**config.mk**
```make
export PLATFORM = sky130hd
export DESIGN_NAME = sysctl_regs
export DESIGN_NICKNAME = d
export VERILOG_FILES = /design/src/rtl/sysctl_pkg.sv /design/src/rtl/sysctl_setclr.sv /design/src/rtl/sysctl_guard.sv /design/src/rtl/sysctl_tick.sv /design/src/rtl/sysctl_regs.sv
export SDC_FILE = /design/constraint.sdc
export NUM_CORES = 1
export LEC_CHECK = 0
export BUFFER_PORTS_ARGS = -buffer_cell sky130_fd_sc_hd__buf_4
export CORE_MARGIN = 4
export CORE_UTILIZATION = 35
export CTS_CLUSTER_DIAMETER = 150
export DETAILED_ROUTE_END_ITERATION = 12
export HOLD_SLACK_MARGIN = 0.06
export SYNTH_ARGS = -nofsm -noshare
export SYNTH_HDL_FRONTEND = slang
export SYNTH_SLANG_ARGS = --single-unit
```
**constraint.sdc**
```tcl
create_clock -name clk -period 4.2 [get_ports clk]
set_clock_uncertainty 0.05 [all_clocks]
set_input_delay 0.42 -clock clk [delete_from_list [all_inputs] [get_ports clk]]
set_output_delay 0.42 -clock clk [all_outputs]
set_load 0.02 [all_outputs]
```
**src/rtl/sysctl_pkg.sv**
```systemverilog
package sysctl_pkg;

   localparam logic [11:0] OFS_IDENT  = 12'h000;
   localparam logic [11:0] OFS_LED    = 12'h008;
   localparam logic [11:0] OFS_GUARD  = 12'h020;
   localparam logic [11:0] OFS_CFGA   = 12'h028;
   localparam logic [11:0] OFS_CFGB   = 12'h02C;
   localparam logic [11:0] OFS_VSET   = 12'h030;
   localparam logic [11:0] OFS_VCLR   = 12'h034;
   localparam logic [11:0] OFS_PSET   = 12'h038;
   localparam logic [11:0] OFS_PCLR   = 12'h03C;
   localparam logic [11:0] OFS_RLVL   = 12'h040;
   localparam logic [11:0] OFS_ONE    = 12'h044;
   localparam logic [11:0] OFS_TICK   = 12'h05C;
   localparam logic [11:0] OFS_CPUID  = 12'h084;
   localparam logic [11:0] OFS_TOPBYT = 12'h088;

   localparam logic [31:0] GUARD_KEY  = 32'h0000_A05F;
   localparam logic [31:0] TOPBYT_VAL = 32'hFF00_0000;

   // Variant codes that change reset-level behaviour
   localparam logic [11:0] VAR_BIT8   = 12'h100;
   localparam logic [11:0] VAR_BIT2A  = 12'h178;
   localparam logic [11:0] VAR_BIT2B  = 12'h182;
   localparam logic [11:0] VAR_HIDDEN = 12'h190;

   // Trigger bit index for a variant, -1 when reset-level writes are ignored
   function automatic int trig_bit_of(logic [11:0] v);
      if (v == VAR_BIT8) return 8;
      if (v == VAR_BIT2A || v == VAR_BIT2B) return 2;
      return -1;
   endfunction

endpackage

```
**src/rtl/sysctl_setclr.sv**
```systemverilog
module sysctl_setclr #(
   parameter int          W         = 32,
   parameter bit          HAS_RESET = 1'b1,
   parameter logic [31:0] INIT      = '0
) (
   input  logic         clk,
   input  logic         rst_n,
   input  logic         set_en,
   input  logic         clr_en,
   input  logic [W-1:0] wd,
   output logic [W-1:0] q
);

   initial begin
      if (W < 1 || W > 32) $fatal(1, "sysctl_setclr: W out of range");
   end

   logic [W-1:0] nxt;
   always_comb begin
      nxt = q;
      if (set_en) nxt = nxt | wd;
      if (clr_en) nxt = nxt & ~wd;
   end

   generate
      if (HAS_RESET) begin : g_rst
         logic [W-1:0] q_r;
         always_ff @(posedge clk or negedge rst_n) begin
            if (!rst_n) q_r <= '0;
            else        q_r <= nxt;
         end
         assign q = q_r;
      end else begin : g_keep
         logic [W-1:0] q_r = INIT[W-1:0];
         always_ff @(posedge clk) begin
            q_r <= nxt;
         end
         assign q = q_r;
      end
   endgenerate

   // set writes leave the named bits high, clear writes leave them low
   assert_set_sticks_R3: assert property (@(posedge clk) disable iff (!rst_n)
      (set_en && !clr_en) |=> ((q & $past(wd)) == $past(wd)));
   assert_clr_drops_R3: assert property (@(posedge clk) disable iff (!rst_n)
      (clr_en && !set_en) |=> ((q & $past(wd)) == '0));

endmodule

```
**src/rtl/sysctl_guard.sv**
```systemverilog
module sysctl_guard (
   input  logic        clk,
   input  logic        rst_n,
   input  logic        wr_en,
   input  logic [31:0] wd,
   output logic [15:0] guard_q,
   output logic        unlocked
);
   import sysctl_pkg::*;

   logic key_hit;
   assign key_hit = (wd == GUARD_KEY);

   always_ff @(posedge clk or negedge rst_n) begin
      if (!rst_n)      guard_q <= '0;
      else if (wr_en)  guard_q <= key_hit ? GUARD_KEY[15:0] : {1'b0, wd[14:0]};
   end

   assign unlocked = (guard_q == GUARD_KEY[15:0]);

   // any rejected key leaves the bank locked
   assert_bad_key_locks_R2: assert property (@(posedge clk) disable iff (!rst_n)
      (wr_en && wd != GUARD_KEY) |=> !unlocked);
   // only the key can hold the top bit of the stored value
   assert_guard_form_R2: assert property (@(posedge clk) disable iff (!rst_n)
      guard_q[15] |-> unlocked);

endmodule

```
**src/rtl/sysctl_tick.sv**
```systemverilog
module sysctl_tick #(
   parameter int CLK_HZ  = 50_000_000,
   parameter int TICK_HZ = 24_000_000,
   parameter int CW      = 32
) (
   input  logic          clk,
   input  logic          rst_n,
   output logic [CW-1:0] cnt
);

   localparam int AW = $clog2(CLK_HZ) + 2;
   localparam logic [AW-1:0] STEP = AW'(TICK_HZ);
   localparam logic [AW-1:0] LIM  = AW'(CLK_HZ);

   initial begin
      if (TICK_HZ < 1 || TICK_HZ > CLK_HZ) $fatal(1, "sysctl_tick: TICK_HZ must be 1..CLK_HZ");
   end

   logic [AW-1:0] acc;
   logic [AW-1:0] sum;
   assign sum = acc + STEP;

   always_ff @(posedge clk or negedge rst_n) begin
      if (!rst_n) begin
         acc <= '0;
         cnt <= '0;
      end else if (sum >= LIM) begin
         acc <= sum - LIM;
         cnt <= cnt + 1'b1;
      end else begin
         acc <= sum;
      end
   end

   // the count never moves by more than one per clock
   assert_tick_step_R8: assert property (@(posedge clk) disable iff (!rst_n)
      1'b1 |=> (cnt == $past(cnt) || cnt == $past(cnt) + 1'b1));

endmodule

```
**src/rtl/sysctl_regs.sv**
```systemverilog
module sysctl_regs #(
   parameter logic [31:0] SYS_ID  = 32'h0100_0000,
   parameter logic [31:0] PROC_ID = 32'h0C00_0000,
   parameter int          LED_W   = 8,
   parameter int          CLK_HZ  = 50_000_000,
   parameter int          TICK_HZ = 24_000_000,
   parameter logic [31:0] NV_INIT = 32'h0
) (
   input  logic             clk,
   input  logic             rst_n,
   input  logic             bus_sel,
   input  logic             bus_wr,
   input  logic [11:0]      bus_addr,
   input  logic [31:0]      bus_wdata,
   output logic [31:0]      bus_rdata,
   output logic             bus_err,
   output logic [LED_W-1:0] led_o,
   output logic             sys_reset_req
);
   import sysctl_pkg::*;

   localparam logic [11:0] VARIANT  = SYS_ID[27:16];
   localparam int          TRIG_BIT = trig_bit_of(VARIANT);
   localparam bit          RL_SHOWN = (VARIANT != VAR_HIDDEN);

   initial begin
      if (LED_W < 1 || LED_W > 32) $fatal(1, "sysctl_regs: LED_W must be 1..32");
      if (TICK_HZ > CLK_HZ)        $fatal(1, "sysctl_regs: TICK_HZ above CLK_HZ");
   end

   // ---------------- decode ----------------
   logic wr, rd;
   assign wr = bus_sel &  bus_wr;
   assign rd = bus_sel & ~bus_wr;

   logic wr_led, wr_guard, wr_cfga, wr_cfgb, wr_vset, wr_vclr, wr_pset, wr_pclr, wr_rl;
   assign wr_led   = wr && bus_addr == OFS_LED;
   assign wr_guard = wr && bus_addr == OFS_GUARD;
   assign wr_cfga  = wr && bus_addr == OFS_CFGA;
   assign wr_cfgb  = wr && bus_addr == OFS_CFGB;
   assign wr_vset  = wr && bus_addr == OFS_VSET;
   assign wr_vclr  = wr && bus_addr == OFS_VCLR;
   assign wr_pset  = wr && bus_addr == OFS_PSET;
   assign wr_pclr  = wr && bus_addr == OFS_PCLR;
   assign wr_rl    = wr && bus_addr == OFS_RLVL;

   logic wr_known, rd_known;
   always_comb begin
      unique case (bus_addr)
         OFS_LED, OFS_GUARD, OFS_CFGA, OFS_CFGB, OFS_VSET,
         OFS_VCLR, OFS_PSET, OFS_PCLR, OFS_RLVL: wr_known = 1'b1;
         default:                                wr_known = 1'b0;
      endcase
      unique case (bus_addr)
         OFS_IDENT, OFS_LED, OFS_GUARD, OFS_CFGA, OFS_CFGB, OFS_VSET,
         OFS_PSET, OFS_RLVL, OFS_ONE, OFS_TICK, OFS_CPUID, OFS_TOPBYT: rd_known = 1'b1;
         default:                                                      rd_known = 1'b0;
      endcase
   end

   // ---------------- plain storage ----------------
   logic [LED_W-1:0] led_q;
   logic [31:0]      cfga_q, cfgb_q;

   always_ff @(posedge clk or negedge rst_n) begin
      if (!rst_n) begin
         led_q  <= '0;
         cfga_q <= '0;
         cfgb_q <= '0;
      end else begin
         if (wr_led)  led_q  <= bus_wdata[LED_W-1:0];
         if (wr_cfga) cfga_q <= bus_wdata;
         if (wr_cfgb) cfgb_q <= bus_wdata;
      end
   end
   assign led_o = led_q;

   // ---------------- sub-blocks ----------------
   logic [15:0] guard_q;
   logic        unlocked;
   sysctl_guard u_guard (
      .clk(clk), .rst_n(rst_n), .wr_en(wr_guard), .wd(bus_wdata),
      .guard_q(guard_q), .unlocked(unlocked)
   );

   logic [31:0] vflags, pflags;
   sysctl_setclr #(.W(32), .HAS_RESET(1'b1), .INIT(32'h0)) u_vflags (
      .clk(clk), .rst_n(rst_n), .set_en(wr_vset), .clr_en(wr_vclr),
      .wd(bus_wdata), .q(vflags)
   );
   sysctl_setclr #(.W(32), .HAS_RESET(1'b0), .INIT(NV_INIT)) u_pflags (
      .clk(clk), .rst_n(rst_n), .set_en(wr_pset), .clr_en(wr_pclr),
      .wd(bus_wdata), .q(pflags)
   );

   logic [31:0] tick;
   sysctl_tick #(.CLK_HZ(CLK_HZ), .TICK_HZ(TICK_HZ), .CW(32)) u_tick (
      .clk(clk), .rst_n(rst_n), .cnt(tick)
   );

   // ---------------- reset level, variant selected ----------------
   logic [31:0] rl_val;
   logic        rr_q;

   generate
      if (TRIG_BIT >= 0) begin : g_rl
         logic [31:0] rl_q;
         logic        take;
         assign take = wr_rl && unlocked;
         always_ff @(posedge clk or negedge rst_n) begin
            if (!rst_n) begin
               rl_q <= '0;
               rr_q <= 1'b0;
            end else begin
               rr_q <= take && bus_wdata[TRIG_BIT];
               if (take) rl_q <= bus_wdata;
            end
         end
         assign rl_val = rl_q;

         // a locked write leaves the register unchanged
         assert_locked_hold_R5: assert property (@(posedge clk) disable iff (!rst_n)
            (wr_rl && !unlocked) |=> $stable(rl_q));
      end else begin : g_no_rl
         assign rl_val = '0;
         assign rr_q   = 1'b0;
      end
   endgenerate

   assign sys_reset_req = rr_q;

   // ---------------- error strobe ----------------
   always_ff @(posedge clk or negedge rst_n) begin
      if (!rst_n) bus_err <= 1'b0;
      else        bus_err <= bus_sel && !(bus_wr ? wr_known : rd_known);
   end

   // ---------------- read mux ----------------
   always_comb begin
      bus_rdata = '0;
      if (rd) begin
         unique case (bus_addr)
            OFS_IDENT:  bus_rdata = SYS_ID;
            OFS_LED:    bus_rdata = 32'(led_q);
            OFS_GUARD:  bus_rdata = {16'h0, guard_q};
            OFS_CFGA:   bus_rdata = cfga_q;
            OFS_CFGB:   bus_rdata = cfgb_q;
            OFS_VSET:   bus_rdata = vflags;
            OFS_PSET:   bus_rdata = pflags;
            OFS_RLVL:   bus_rdata = RL_SHOWN ? rl_val : 32'h0;
            OFS_ONE:    bus_rdata = 32'h1;
            OFS_TICK:   bus_rdata = tick;
            OFS_CPUID:  bus_rdata = PROC_ID;
            OFS_TOPBYT: bus_rdata = TOPBYT_VAL;
            default:    bus_rdata = '0;
         endcase
      end
   end

   // the request is one cycle wide and follows an unlocked reset-level write
   assert_req_single_R6: assert property (@(posedge clk) disable iff (!rst_n)
      sys_reset_req |=> !sys_reset_req);
   assert_req_cause_R6: assert property (@(posedge clk) disable iff (!rst_n)
      sys_reset_req |-> $past(wr_rl && unlocked));
   // the strobe only follows an access
   assert_err_cause_R10: assert property (@(posedge clk) disable iff (!rst_n)
      bus_err |-> $past(bus_sel));

endmodule

```
==> results of run 1 <==
## timing repair
item | in CTS | in global routing
hold buffers | 13 | 0
hold endpoints to repair | 97 | 0
endpoints found under the setup margin | 0 | 0
## worst paths after layout
kind	startpoint	endpoint	cells past startpoint
setup / recovery	u_tick.acc[9]$_DFF_PN0_	u_tick.cnt[17]$_DFFE_PN0P_	11
hold / removal	bus_wdata[16]	flip-flop	2
setup reg to reg	u_tick.acc[9]$_DFF_PN0_	u_tick.cnt[17]$_DFFE_PN0P_	11
hold reg to reg	u_tick.cnt[31]$_DFFE_PN0P_	u_tick.cnt[31]$_DFFE_PN0P_	1
max in group asynchronous	rst_n	cfga_q[0]$_DFFE_PN0P_	3
min in group asynchronous	rst_n	asynchronous set/reset pin	2
## through the flow
step	cell area [µm²]	total power [mW]
final	14100	4.89
after detailed placement	13100	2.55
after CTS	14100	4.95
after global routing	14100	5.06
after global placement	13100	2.54
after floorplan	11900	2.43
## final cells by class
type / count / area [µm²] / share of cell area (%)
multi-input combinational: 728 / 5340 / 37.9
clock buffer: 35 / 777 / 5.52
inverter: 15 / 56.3 / 0.400
timing repair buffer: 137 / 1080 / 7.66
clock inverter: 15 / 129 / 0.915
tap: 448 / 561 / 3.98
sequential: 239 / 6140 / 43.6
## layout by cell type (no fill, tap or decap), drive strengths merged, types with 6 or more instances in the layout
cell	n
dfrtp	207
buf	123
mux2	103
a21oi	96
a22oi	61
nor2	56
a211oi	49
nand2	38
clkbuf	36
a31oi	32
edfxtp	32
o21ai	32
xor2	31
xnor2	29
nor3	19
a222oi	17
inv	17
a22o	16
dlygate4sd3	13
and3	12
nand3	12
nor4	11
clkinv	11
nand4	10
nand2b	9
a221oi	9
o211ai	8
o22a	6
## metal layers
metal	vias to the layer above	share of wire, %	wire length, µm	track usage, %
met1	4725	46	16200	27.5
li1	4226	-	-	-
met3	49	5.5	1950	2.80
met2	279	47	16400	30.4
met5	-	0.057	20	0
met4	2	1.5	540	4.42
## power breakdown
part	leakage, nW	internal [mW]	switching [mW]
clock	0.457	1.42	0.961
sequential	3.20	2.34	0.00203
combinational	2.53	0.0530	0.110
total	6.19	3.82	1.07
## logic make-up after synthesis
kind of cell	count (synthesis)
AOI/OAI and AO/OA	356
xor gates and xnor gates	60
adders and majority gates	5
buffers and inverters	101
DFF	239
muxes	107
and+or+nand+nor	200
## worst register-to-register path: cells and delay by family, from the launching register on
family | cells | cell delay [ns]
AND/OR/NAND/NOR | 1 | 0.54
flip-flops | 1 | 0.45
XOR/XNOR | 2 | 0.60
AO/OA/AOI/OAI | 5 | 1.46
adder cells (fa/ha/maj) | 1 | 0.25
buffers and inverters | 2 | 0.38
==> run metrics, run 1 <==
CTS tree=built; Post-DP HPWL=23500 µm; CTS Buf Count=27; clk sinks=239; Routed Antenna Nets=0; # setup viols final=0; post_cts resized=0; mux share of post-synthesis cell area=10.1%; vias per cell=5.74; top_reg_cell synth=dfrtp_1; most frequent cell after synthesis=dfrtp_1; routability congestion estimate=0.862; number of cell rows=67; unrepaired setup endpoints after global routing=no; placed insts=1554; Synth cell types=71; post-synthesis sequential area ratio=51.8%; Vias=9281; Place WS=0.498 ns; Synth area leader=dfrtp_1; maximum capacitance violations=0; Fin. Hold Viols=0; TNS Setup=0 ns; GRT Residual Overflow=0; Vert. Die Dim=192 µm; Total Routed Length=35100 µm; Slowest-stage cell, CP=nor2b_1; Setup crit start kind=flip-flop; Synth Area in XOR/XNOR=4.49%; Avg WL per Cell=21.7 µm; Critical Path RT=4.60 ns; Critical Path Max Stage Delay=0.54 ns; Synth Area in Compound Gates=20.9%; initial core utilization=35.5%; Synth Instances=1068; 1st-iter DRT viols=780; Setup WS post-layout=0.399 ns; Die X-Extent=192 µm; Synth-to-Final Area Change=18.8%; CP dominant cell by count=xor2_1; post-synth top area share=43.7%; cell-by-cell trace of the critical path=inv_1 > ha_1 > nor2b_1 > o21ai_1 > a21oi_2 > xor2_1 > o211ai_1 > a21o_1 > buf_4 > a211oi_1 > xor2_1; Hold WS=0.0768 ns; P_leak=6.19 nW; largest net degree at the start of global routing=89; Hold Path Class=input pin to flip-flop; Post-Syn Area per Cell=11.1 µm²; CP max FO=22; CP Class=flip-flop to flip-flop; Worst EP arrival=4.21 ns; # DRC=0; syn_nets=1121; WP buf/inv=2; number of flops mapped to enable cells by yosys=32; clock buffer depth=3; DRT Pass-1 Iters=8; worst relative slew slack=49.1%; synthesized area=11900 µm²; post-CTS setup buffer count=0; top cells by instance count after synthesis=dfrtp_1, mux2_2, a21oi_1; nets=1201; area of the core=33400 µm²; antenna violations before repair=1; Adder-Cell Fraction of Synth Area=0.528%; CP Capture Type=flip-flop; Max IR drop VDD=0.000333 V; simple-gate share of the synthesized area=8.68%; Root Buffer Master=clkbuf_16; All-Layer GR Usage=19.0%; ranking of synthesized cells by area=dfrtp_1, mux2_2, edfxtp_1, a21oi_1, a22oi_1; I/O Buffers=89; final number of max-transition violations=0; CTS H-tree lvls=1; top cell family by delay on the critical path=compound AO/OA/AOI/OAI gates; DIE AREA=36900 µm²; register-to-register setup slack=0.40 ns; Tmin final=3.80 ns; first-pass GRT wire length=55700 µm; largest family of logic cells by synthesized area=compound AO/OA/AOI/OAI gates; # IOs=90; Ys Warns=0; status=finished clean; filler cell count=3200; Least-Margin Pin Slew=0.763 ns; vias in the first global route=9403; fmax=263 MHz; Tcrit/Tclk final=90.5%; Post-synth ARST share=86.6%; fin util=42.1%; fin cells=1617; Yosys reg bits=239; power per cell area=347 nW/µm²; clock insertion delay at the later pin of the skew report=0.54 ns; Clk pin slew, worst setup/hold paths=0.06 ns; antenna cell count=0; layout cells sized above 1=25.9%
Note: power is estimated with default switching activity, not from simulation.
==> run 2: changes to the inputs <==
--- a/config.mk
+++ b/config.mk
@@ -11,6 +11,7 @@
 export CTS_CLUSTER_DIAMETER = 150
 export DETAILED_ROUTE_END_ITERATION = 12
 export HOLD_SLACK_MARGIN = 0.06
+export PLACE_DENSITY = 0.57
 export SYNTH_ARGS = -nofsm -noshare
 export SYNTH_HDL_FRONTEND = slang
 export SYNTH_SLANG_ARGS = --single-unit
==> run 2 against run 1 <==
Compared with the run above:
- sequential power hardly changed
- setup slack gained 0.10 ns
- non-clock buffer count shrank 8
- worst hold slack improved by 0.0011 ns
- count of clock-buffer cells in the layout up 12
- clock power about the same
- sequential share of layout area increased by 0.15 points
- critical path depth did not move
- design area shrank 0.35%
- global-route usage grew 0.28 points
- core utilization shrank 0.15 points
- critical endpoint is now u_tick.cnt[19]$_DFFE_PN0P_
- largest cell class unchanged
==> run metrics, run 2 (synthesized netlist as in run 1, its figures left out) <==
status=finished clean; Routed Antenna Nets=0; vias in the first global route=9257; clock buffer depth=3; post_cts resized=0; Fin. Hold Viols=0; first-pass GRT wire length=56000 µm; final number of max-transition violations=0; CP Class=flip-flop to flip-flop; GRT Residual Overflow=0; Total Routed Length=35700 µm; fmax=270 MHz; antenna violations before repair=2; Tcrit/Tclk final=88.1%; CP Capture Type=flip-flop; Hold Crit Start=bus_wdata[9]; # setup viols final=0; clock insertion delay at the later pin of the skew report=0.54 ns; antenna cell count=0; Flop pwr share=48.2%; Setup crit start kind=flip-flop; TNS Setup=0 ns; Vias=9258; Synth-to-Final Area Change=18.4%; 1st-iter DRT viols=835; power per cell area=347 nW/µm²; worst relative slew slack=36.9%; CTS H-tree lvls=1; Critical Path RT=4.61 ns; nets=1194; Power Total=4.87 mW; Setup WS post-layout=0.500 ns; Cell Int Power=3.81 mW; I/O Buffers=89; vias per cell=5.75; CP max FO=13; initial core utilization=35.5%; Least-Margin Pin Slew=0.946 ns; Post-DP HPWL=23000 µm; combinational share of power=3.2%; Die X-Extent=192 µm; CTS tree=built; P_leak=6.13 nW; Vert. Die Dim=192 µm; post-CTS setup buffer count=0; commonest non-fill, non-tap cell in the layout=dfrtp_1; design area=14000 µm²; switching pwr=1.06 mW; Root Buffer Master=clkbuf_16; Place WS=0.555 ns; Clk pin slew, worst setup/hold paths=0.06 ns; layout cells sized above 1=25.3%; number of cell rows=67; Setup crit start=u_tick.acc[9]$_DFF_PN0_; Clock power frac=48.6%; # IOs=90; clk sinks=239; # DRC=0; All-Layer GR Usage=19.3%; DRT Pass-1 Iters=8; placed insts=1552; CTS Buf Count=28; Worst EP arrival=4.11 ns; maximum capacitance violations=0; Max IR drop VDD=0.000259 V; area of the core=33400 µm²; Avg WL per Cell=22.2 µm; largest net degree at the start of global routing=108; fin cells=1610; r2r startpoint=u_tick.acc[9]$_DFF_PN0_; routability congestion estimate=0.866; dpl cell area=13100 µm²; switching share of total power=21.7%; commonest cells after routing, fill and taps aside=dfrtp_1, buf_4, mux2_2; Tmin final=3.70 ns; unrepaired setup endpoints after global routing=no; Hold Path Class=input pin to flip-flop; DIE AREA=36900 µm²
==> run 2: routing by layer <==
metal	share of wire, %	global-route usage (%)	wire length, µm	vias up
met3	6.5	3.14	2330	53
met5	0.076	0	27	-
met2	47	31.4	16800	321
met1	44	27.4	15800	4656
li1	-	-	-	4224
met4	2.1	4.06	749	4
==> run 2: cell type report <==
type / count / area, µm²
clock buffers: 47 / 843
inverters: 15 / 56.3
repair buffers: 129 / 1040
clock inverters: 4 / 51.3
flip-flops and latches: 239 / 6140
multi-input cells: 728 / 5340
fillers: 3200 / 19400
well taps: 448 / 561
==> run 2: path summary, 6_finish.rpt <==
kind                                                   end  slack [ns]  cells past startpoint
worst max register to register  u_tick.cnt[19]$_DFFE_PN0P_        0.50                     11
worst max-delay path            u_tick.cnt[19]$_DFFE_PN0P_        0.50                     11
min in group asynchronous       asynchronous set/reset pin        0.53                      2
max in group asynchronous       asynchronous set/reset pin        2.48                      3
worst min register to register    g_rl.rl_q[8]$_DFFE_PN0P_        0.43                      1
worst min-delay path                             flip-flop        0.08                      2
==> run 2: critical path, stage by stage (launching register included) <==
cell	delay (ns)
dfrtp_1	0.44
inv_1	0.10
ha_1	0.25
nor2b_1	0.52
o21ai_1	0.27
a21oi_2	0.26
xor2_1	0.39
o211ai_1	0.21
a21o_1	0.33
buf_4	0.25
a211oi_1	0.35
xor2_1	0.19
==> run 2: through the flow <==
| step | util [%] | hold WS (ns) |
|---|---|---|
| 6_report | 42.0 | 0.0779 |
| 5_1_grt | 42.0 | 0.0775 |
| 4_1_cts | 42.0 | 0.0657 |
| 3_5_place_dp | 39.1 | 0.420 |
| 3_3_place_gp | 39.1 | 0.411 |
| 2_1_floorplan | - | 0.0744 |
==> run 2: timing repair <==
item	in CTS	in global routing
endpoints found under the setup margin	0	0
hold buffers	7	0
endpoints found under the hold margin	111	0
==> run 2: power by group through the flow <==
stage	combinational (mW)	sequential (mW)	clock, mW
final	0.157	2.35	2.37
after global routing	0.177	2.35	2.52
after CTS	0.161	2.35	2.42
after detailed placement	0.155	2.39	0
after global placement	0.154	2.39	0
after floorplan	0.0425	2.39	0
